==> src/rtl/irq_rr_pkg.sv <==
package irq_rr_pkg;

    // Dispatcher control states
    typedef enum logic [0:0] {
        ST_IDLE  = 1'b0,   // nothing offered, searching
        ST_OFFER = 1'b1    // a captured line is held until acknowledged
    } disp_state_e;

endpackage

==> src/rtl/irq_mask_reg.sv <==
module irq_mask_reg #(
    parameter int NUM_LINES = 64,
    parameter int IDX_W     = $clog2(NUM_LINES)
) (
    input  logic                 clk,
    input  logic                 rst_n,
    input  logic                 op_valid,
    input  logic                 op_unmask,
    input  logic [IDX_W-1:0]     op_line,
    output logic [NUM_LINES-1:0] mask_o
);

    logic [NUM_LINES-1:0] mask_q;
    logic [NUM_LINES-1:0] op_hot;

    assign op_hot = NUM_LINES'(1) << op_line;
    assign mask_o = mask_q;

    // Single-bit read-modify-write of the enable mask
    always_ff @(posedge clk or negedge rst_n) begin
        if (!rst_n) begin
            mask_q <= '0;
        end else if (op_valid) begin
            mask_q[op_line] <= op_unmask;
        end
    end


    mask_bit_chk: assert property (@(posedge clk) disable iff (!rst_n)
        op_valid |=> (mask_q[$past(op_line)] == $past(op_unmask)));


    mask_others_chk: assert property (@(posedge clk) disable iff (!rst_n)
        op_valid |=> (((mask_q ^ $past(mask_q)) & ~$past(op_hot)) == '0));


    mask_idle_chk: assert property (@(posedge clk) disable iff (!rst_n)
        !op_valid |=> $stable(mask_q));

endmodule

==> src/rtl/irq_rr_pick.sv <==
module irq_rr_pick #(
    parameter int NUM_LINES = 64,
    parameter int IDX_W     = $clog2(NUM_LINES)
) (
    input  logic [NUM_LINES-1:0] pend_i,
    input  logic [IDX_W-1:0]     ptr_i,
    output logic                 hit_o,
    output logic [IDX_W-1:0]     bit_o
);

    logic [2*NUM_LINES-1:0] doubled;
    logic [2*NUM_LINES-1:0] shifted;
    logic [NUM_LINES-1:0]   rotated;
    logic [IDX_W-1:0]       offset;

    // Rotate so that the pointer position lands on bit 0
    assign doubled = {pend_i, pend_i};
    assign shifted = doubled >> ptr_i;
    assign rotated = shifted[NUM_LINES-1:0];

    // Lowest set bit of the rotated vector wins
    always_comb begin
        offset = '0;
        for (int i = NUM_LINES - 1; i >= 0; i--) begin
            if (rotated[i]) begin
                offset = IDX_W'(i);
            end
        end
    end

    // Rotate back: the add wraps naturally at the power-of-two width
    assign bit_o = ptr_i + offset;
    assign hit_o = |pend_i;

endmodule

==> src/rtl/irq_cascade_map.sv <==
module irq_cascade_map #(
    parameter int NUM_LINES  = 64,
    parameter int IDX_W      = $clog2(NUM_LINES),
    parameter bit CASCADE_EN = 1'b1,
    parameter int EXT_START  = 8,
    parameter int EXT_COUNT  = 6
) (
    input  logic [IDX_W-1:0] bit_i,
    output logic             ext_o,
    output logic [IDX_W-1:0] num_o
);

    localparam logic [IDX_W-1:0] WIN_LO = IDX_W'(EXT_START);
    localparam logic [IDX_W-1:0] WIN_HI = IDX_W'(EXT_START + EXT_COUNT - 1);

    generate
        if (CASCADE_EN) begin : g_window
            logic in_win;
            assign in_win = (bit_i >= WIN_LO) && (bit_i <= WIN_HI);
            assign ext_o  = in_win;
            assign num_o  = in_win ? (bit_i - WIN_LO) : bit_i;
        end else begin : g_flat
            assign ext_o = 1'b0;
            assign num_o = bit_i;
        end
    endgenerate

endmodule

==> src/rtl/irq_rr_dispatch.sv <==
module irq_rr_dispatch
    import irq_rr_pkg::*;
#(
    parameter int NUM_LINES  = 64,
    parameter bit CASCADE_EN = 1'b1,
    parameter int EXT_START  = 8,
    parameter int EXT_COUNT  = 6,
    localparam int IDX_W     = $clog2(NUM_LINES)
) (
    input  logic                 clk,
    input  logic                 rst_n,
    input  logic [NUM_LINES-1:0] raw_status,
    input  logic                 op_valid,
    input  logic                 op_unmask,
    input  logic [IDX_W-1:0]     op_line,
    output logic                 irq_any,
    output logic                 sel_valid,
    output logic                 sel_ext,
    output logic [IDX_W-1:0]     sel_num,
    input  logic                 sel_ack
);

    logic [NUM_LINES-1:0] mask;
    logic [NUM_LINES-1:0] pend;
    logic                 pick_hit;
    logic [IDX_W-1:0]     pick_bit;
    logic                 map_ext;
    logic [IDX_W-1:0]     map_num;

    disp_state_e      state_q, state_nx;
    logic [IDX_W-1:0] ptr_q;
    logic [IDX_W-1:0] held_bit;
    logic             held_ext;
    logic [IDX_W-1:0] held_num;

    irq_mask_reg #(
        .NUM_LINES (NUM_LINES),
        .IDX_W     (IDX_W)
    ) u_mask (
        .clk       (clk),
        .rst_n     (rst_n),
        .op_valid  (op_valid),
        .op_unmask (op_unmask),
        .op_line   (op_line),
        .mask_o    (mask)
    );

    assign pend    = raw_status & mask;
    assign irq_any = |pend;

    irq_rr_pick #(
        .NUM_LINES (NUM_LINES),
        .IDX_W     (IDX_W)
    ) u_pick (
        .pend_i (pend),
        .ptr_i  (ptr_q),
        .hit_o  (pick_hit),
        .bit_o  (pick_bit)
    );

    irq_cascade_map #(
        .NUM_LINES  (NUM_LINES),
        .IDX_W      (IDX_W),
        .CASCADE_EN (CASCADE_EN),
        .EXT_START  (EXT_START),
        .EXT_COUNT  (EXT_COUNT)
    ) u_map (
        .bit_i (pick_bit),
        .ext_o (map_ext),
        .num_o (map_num)
    );

    // State register, pointer and captured offer
    always_ff @(posedge clk or negedge rst_n) begin
        if (!rst_n) begin
            state_q  <= ST_IDLE;
            ptr_q    <= '0;
            held_bit <= '0;
            held_ext <= 1'b0;
            held_num <= '0;
        end else begin
            state_q <= state_nx;
            if (state_q == ST_IDLE && pick_hit) begin
                held_bit <= pick_bit;
                held_ext <= map_ext;
                held_num <= map_num;
            end
            if (state_q == ST_OFFER && sel_ack) begin
                ptr_q <= held_bit + IDX_W'(1);
            end
        end
    end

    // Transitions: capture (IDLE->OFFER), retire (OFFER->IDLE)
    always_comb begin
        state_nx = state_q;
        unique case (state_q)
            ST_IDLE:  if (pick_hit) state_nx = ST_OFFER;
            ST_OFFER: if (sel_ack)  state_nx = ST_IDLE;
            default:  state_nx = ST_IDLE;
        endcase
    end

    // Outputs
    always_comb begin
        sel_valid = 1'b0;
        unique case (state_q)
            ST_IDLE:  sel_valid = 1'b0;
            ST_OFFER: sel_valid = 1'b1;
            default:  sel_valid = 1'b0;
        endcase
        sel_ext = held_ext;
        sel_num = held_num;
    end


    pick_pending_chk: assert property (@(posedge clk) disable iff (!rst_n)
        pick_hit |-> pend[pick_bit]);


    idle_quiet_chk: assert property (@(posedge clk) disable iff (!rst_n)
        (!sel_valid && !irq_any) |=> (!sel_valid && $stable(ptr_q)));


    retire_drop_chk: assert property (@(posedge clk) disable iff (!rst_n)
        (sel_valid && sel_ack) |=> !sel_valid);


    offer_hold_chk: assert property (@(posedge clk) disable iff (!rst_n)
        (sel_valid && !sel_ack) |=> (sel_valid && $stable(sel_num) && $stable(sel_ext)));


    ext_range_chk: assert property (@(posedge clk) disable iff (!rst_n)
        (sel_valid && sel_ext) |-> (int'(sel_num) < EXT_COUNT));


    stray_ack_chk: assert property (@(posedge clk) disable iff (!rst_n)
        (!sel_valid && sel_ack) |=> $stable(ptr_q));

endmodule

==> config.mk <==
export PLATFORM = sky130hd
export DESIGN_NAME = irq_rr_dispatch
export DESIGN_NICKNAME = d
export VERILOG_FILES = /design/src/rtl/irq_rr_pkg.sv /design/src/rtl/irq_mask_reg.sv /design/src/rtl/irq_rr_pick.sv /design/src/rtl/irq_cascade_map.sv /design/src/rtl/irq_rr_dispatch.sv
export SDC_FILE = /design/constraint.sdc
export NUM_CORES = 1
export LEC_CHECK = 0
export BUFFER_PORTS_ARGS = -buffer_cell sky130_fd_sc_hd__buf_2
export CORE_MARGIN = 1
export CORE_UTILIZATION = 40
export DETAILED_ROUTE_END_ITERATION = 10
export PLACE_DENSITY = 0.55
export RECOVER_POWER = 25
export SYNTH_ARGS = -nofsm -noshare
export SYNTH_HDL_FRONTEND = slang
export SYNTH_SLANG_ARGS = --single-unit
==> constraint.sdc <==
create_clock -name clk -period 8.5 [get_ports clk]
set_clock_uncertainty 0.1 [all_clocks]
set_input_delay 0.85 -clock clk [delete_from_list [all_inputs] [get_ports clk]]
set_output_delay 0.85 -clock clk [all_outputs]
set_load 0.01 [all_outputs]
==> metrics.csv <==
stage;metric;value;unit
outcome;status;finished with violations;
outcome;violations;max-capacitance violations, max-slew violations;
setup_path;crit_path_cell_trace;buf_4 -> mux4_2 -> mux2i_1 -> mux2i_1 -> mux2i_1 -> mux2i_1 -> o221ai_1 -> a21oi_1 -> a2111o_1 -> a221oi_1 -> o31a_1 -> ha_1 -> inv_1 -> fa_1 -> inv_1 -> a21o_1 -> a21oi_1 -> xnor2_1 -> nor2_1 -> o21ai_0 -> nor2_1 -> a22o_1 -> a21o_1;
placed_design;gp_congestion;1.02;
timing;setup_violations;0;
floorplan;core-area;31600;sq um
setup_path;worstPathMaxFanout;70;
placed_design;placed_area;13300;sq um
synthesis;synthesis.nets;1490;
setup_path;crit_slowest_cell;buf_4;
synthesis;netlist_area;12800;sq um
synthesis;synth.distinct_cells;101;
cts;htreeDepth;3;
placed_design;portBuffers;83;
pwr;power.density;392;nW/um^2
setup_path;path_class;reg2reg;
cts;cts_setup_buffers;0;
synthesis;ys.warnings.count;0;
cts;ctsHoldBuffers;0;
timing;hold_violations;0;
timing;maxSlewViolCount;59;
synthesis;synth_edf_count;0;
synthesis;ys.flop_type;dfrtp_1;
hold_path;hold_class;reg2reg;
floorplan;row_count;65;
pwr;leakage;0.00494;uW
cts;cts_made_buffers;9;
synthesis;synth_area_leaders;mux4_2 (19%), dfrtp_1 (16%), mux2_2 (9.2%);
detailed_routing;routed_wl;54.2;mm
synthesis;netlist_instances;1407;
detailed_routing;wl_per_cell;29.9;microns
placed_design;dpl.cell_count;1795;
floorplan;die-width;181;microns
timing;max-slew-margin-rel;-1.12;
detailed_routing;drcViolationCount;0;
pwr;vdd_drop_max;0.000192;V
timing;post-route-min-period;6.58;ns
synthesis;synth_common_cells;nand2_1 (165), nor2_1 (126), mux4_2 (106);
timing;max_clock_freq;152;MHz
synthesis;ys_seq_area_frac;0.158;
grt;grt_max_degree;72;
flow_run;cap_violations;1;
grt;antenna_found_initial;0;
cts;clkTransAtPathRegs;0.06;ns
synthesis;yosysMostFrequentCell;nand2_1;
grt;grt_pass1_vias;12400;
final_layout;fin_cells;1811;
timing;period_share;0.774;
cts;cts_root_buffer;clkbuf_16;
grt;grt_usage;0.330;
setup_path;worst_ep_required_time;8.65;ns
grt;grt_pass1_wl;81.5;mm
setup_path;arrival;6.72;ns
cts;clk_latency;0.35;ns
timing;tightest_slew;3.18;ns
cts;post_cts_resize_count;0;
floorplan;die_area;32800;sq um
floorplan;die_h;181;microns
floorplan;initial_utilization;0.407;
detailed_routing;drtIter0Drc;1729;
timing;setup_slack;1.92;ns
placed_design;dp_hpwl;42.8;mm
detailed_routing;drt-vias-per-instance;7.18;
synthesis;yosys.area.top_type;mux4_2;
synthesis;yosysTopAreaCellShare;0.186;
timing;fin_setup_tns;0;ns
synthesis;syn_avg_cell_area;9.12;sq um
timing;rsz0062_at_grt;false;
final_layout;layout-drive-gt1-share;0.256;
setup_path;critPathMaxStageDelay;0.69;ns
final_layout;antenna_cells;0;
synthesis;async_reset_ff_frac;1.00;
cts;clockBufferDepth;2;
synthesis;ys_ff_latch;81;
setup_path;critPathTopFamily;compound AO/OA/AOI/OAI gates;
detailed_routing;ant_nets;0;
placed_design;place_ws;2.05;ns
detailed_routing;num_vias;13000;
cts;cts_tree;done;
final_layout;area_delta_synth_final;5.45;%
setup_path;critPathBufInv;3;
floorplan;io_pins;84;
final_layout;fin_area;13500;sq um
grt;grt_remaining_overflow;0;
setup_path;cp_common_cell;mux2i_1;
setup_path;start_kind;flop;
detailed_routing;first_pass_iters;6;
final_layout;layout.nets;1487;
setup_path;cp-end-kind;flop;
cts;cts.sinks;81;
pwr;finalPower;5310;uW
worst min-delay path, stage by stage (launching register included):
cell,delay (ns)
dfrtp_1,0.34
nand2_1,0.05
o31ai_1,0.07
stage by stage:
step | utilization | hold WS, ns
finish | 0.429 | 0.397
global route | 0.429 | 0.441
CTS | 0.429 | 0.295
detailed placement | 0.420 | 0.375
global placement | 0.420 | 0.387
floorplan | - | 0.380
kinds of logic (layout without fill, tap and decap cells):
group / count (synthesis) / count (layout) / share of synthesized area
AND/OR/NAND/NOR: 627 / 627 / 0.271
multiplexers: 279 / 279 / 0.346
AO/OA/AOI/OAI: 272 / 272 / 0.156
buffers and inverters: 131 / 133 / 0.0546
flip-flops: 81 / 81 / 0.158
XOR/XNOR: 9 / 9 / 0.00673
adder cells (fa/ha/maj): 8 / 8 / 0.00839
sequential cells by signal (all words and copies together) (netlist names):
signal	flops
held_bit	6
sel_ext	1
sel_num	3
state_q	1
ptr_q	6
u_mask.mask_o	64
where the power goes:
part           switching (uW)  total, uW  internal [uW]
Sequential                243        710            467
Combinational            2590       4220           1640
Clock                     164        377            212
Total                    2990       5310           2310
cell type report:
type / instances / area [sq um]
Multi-Input combinational cell: 1195 / 10100
Sequential cell: 81 / 2040
Fill cell: 3114 / 18000
Timing Repair Buffer: 98 / 523
Tap cell: 402 / 503
Inverter: 19 / 78.8
Clock inverter: 5 / 30.0
Clock buffer: 11 / 253
cells in the final DEF, fill, tap and decap left out, drive strengths merged, types with 39 or more instances in the layout:
cell type,netlist,final
a21oi,39,39
mux2,106,106
nand4,50,50
nand2,165,165
o21ai,42,42
buf,75,96
mux4,117,117
nor2,126,126
nand3,42,42
nand4b,41,41
and2,55,55
dfrtp,81,81
mux2i,56,56
final timing paths:
| check | cells after the start | slack [ns] | start | to |
|---|---|---|---|---|
| hold reg to reg | 2 | 0.40 | sel_ext | sel_ext |
| setup reg to reg | 23 | 1.92 | ptr_q[0] | sel_num[5] |
| setup / recovery | 23 | 1.92 | ptr_q[0] | sel_num[5] |
| max in group asynchronous | 2 | 3.51 | rst_n | ptr_q[0] |
| hold / removal | 2 | 0.40 | sel_ext | sel_ext |
| min in group asynchronous | 1 | 0.68 | rst_n | u_mask.mask_o[0] |
layer usage:
layer,vias up,track usage,part of all wire
met5,-,0,0
met4,0,0.171,0.057
met3,151,0.0476,0.084
met2,784,0.505,0.44
met1,6486,0.453,0.42
li1,5576,-,-
Power figures use the tool's default switching activity.
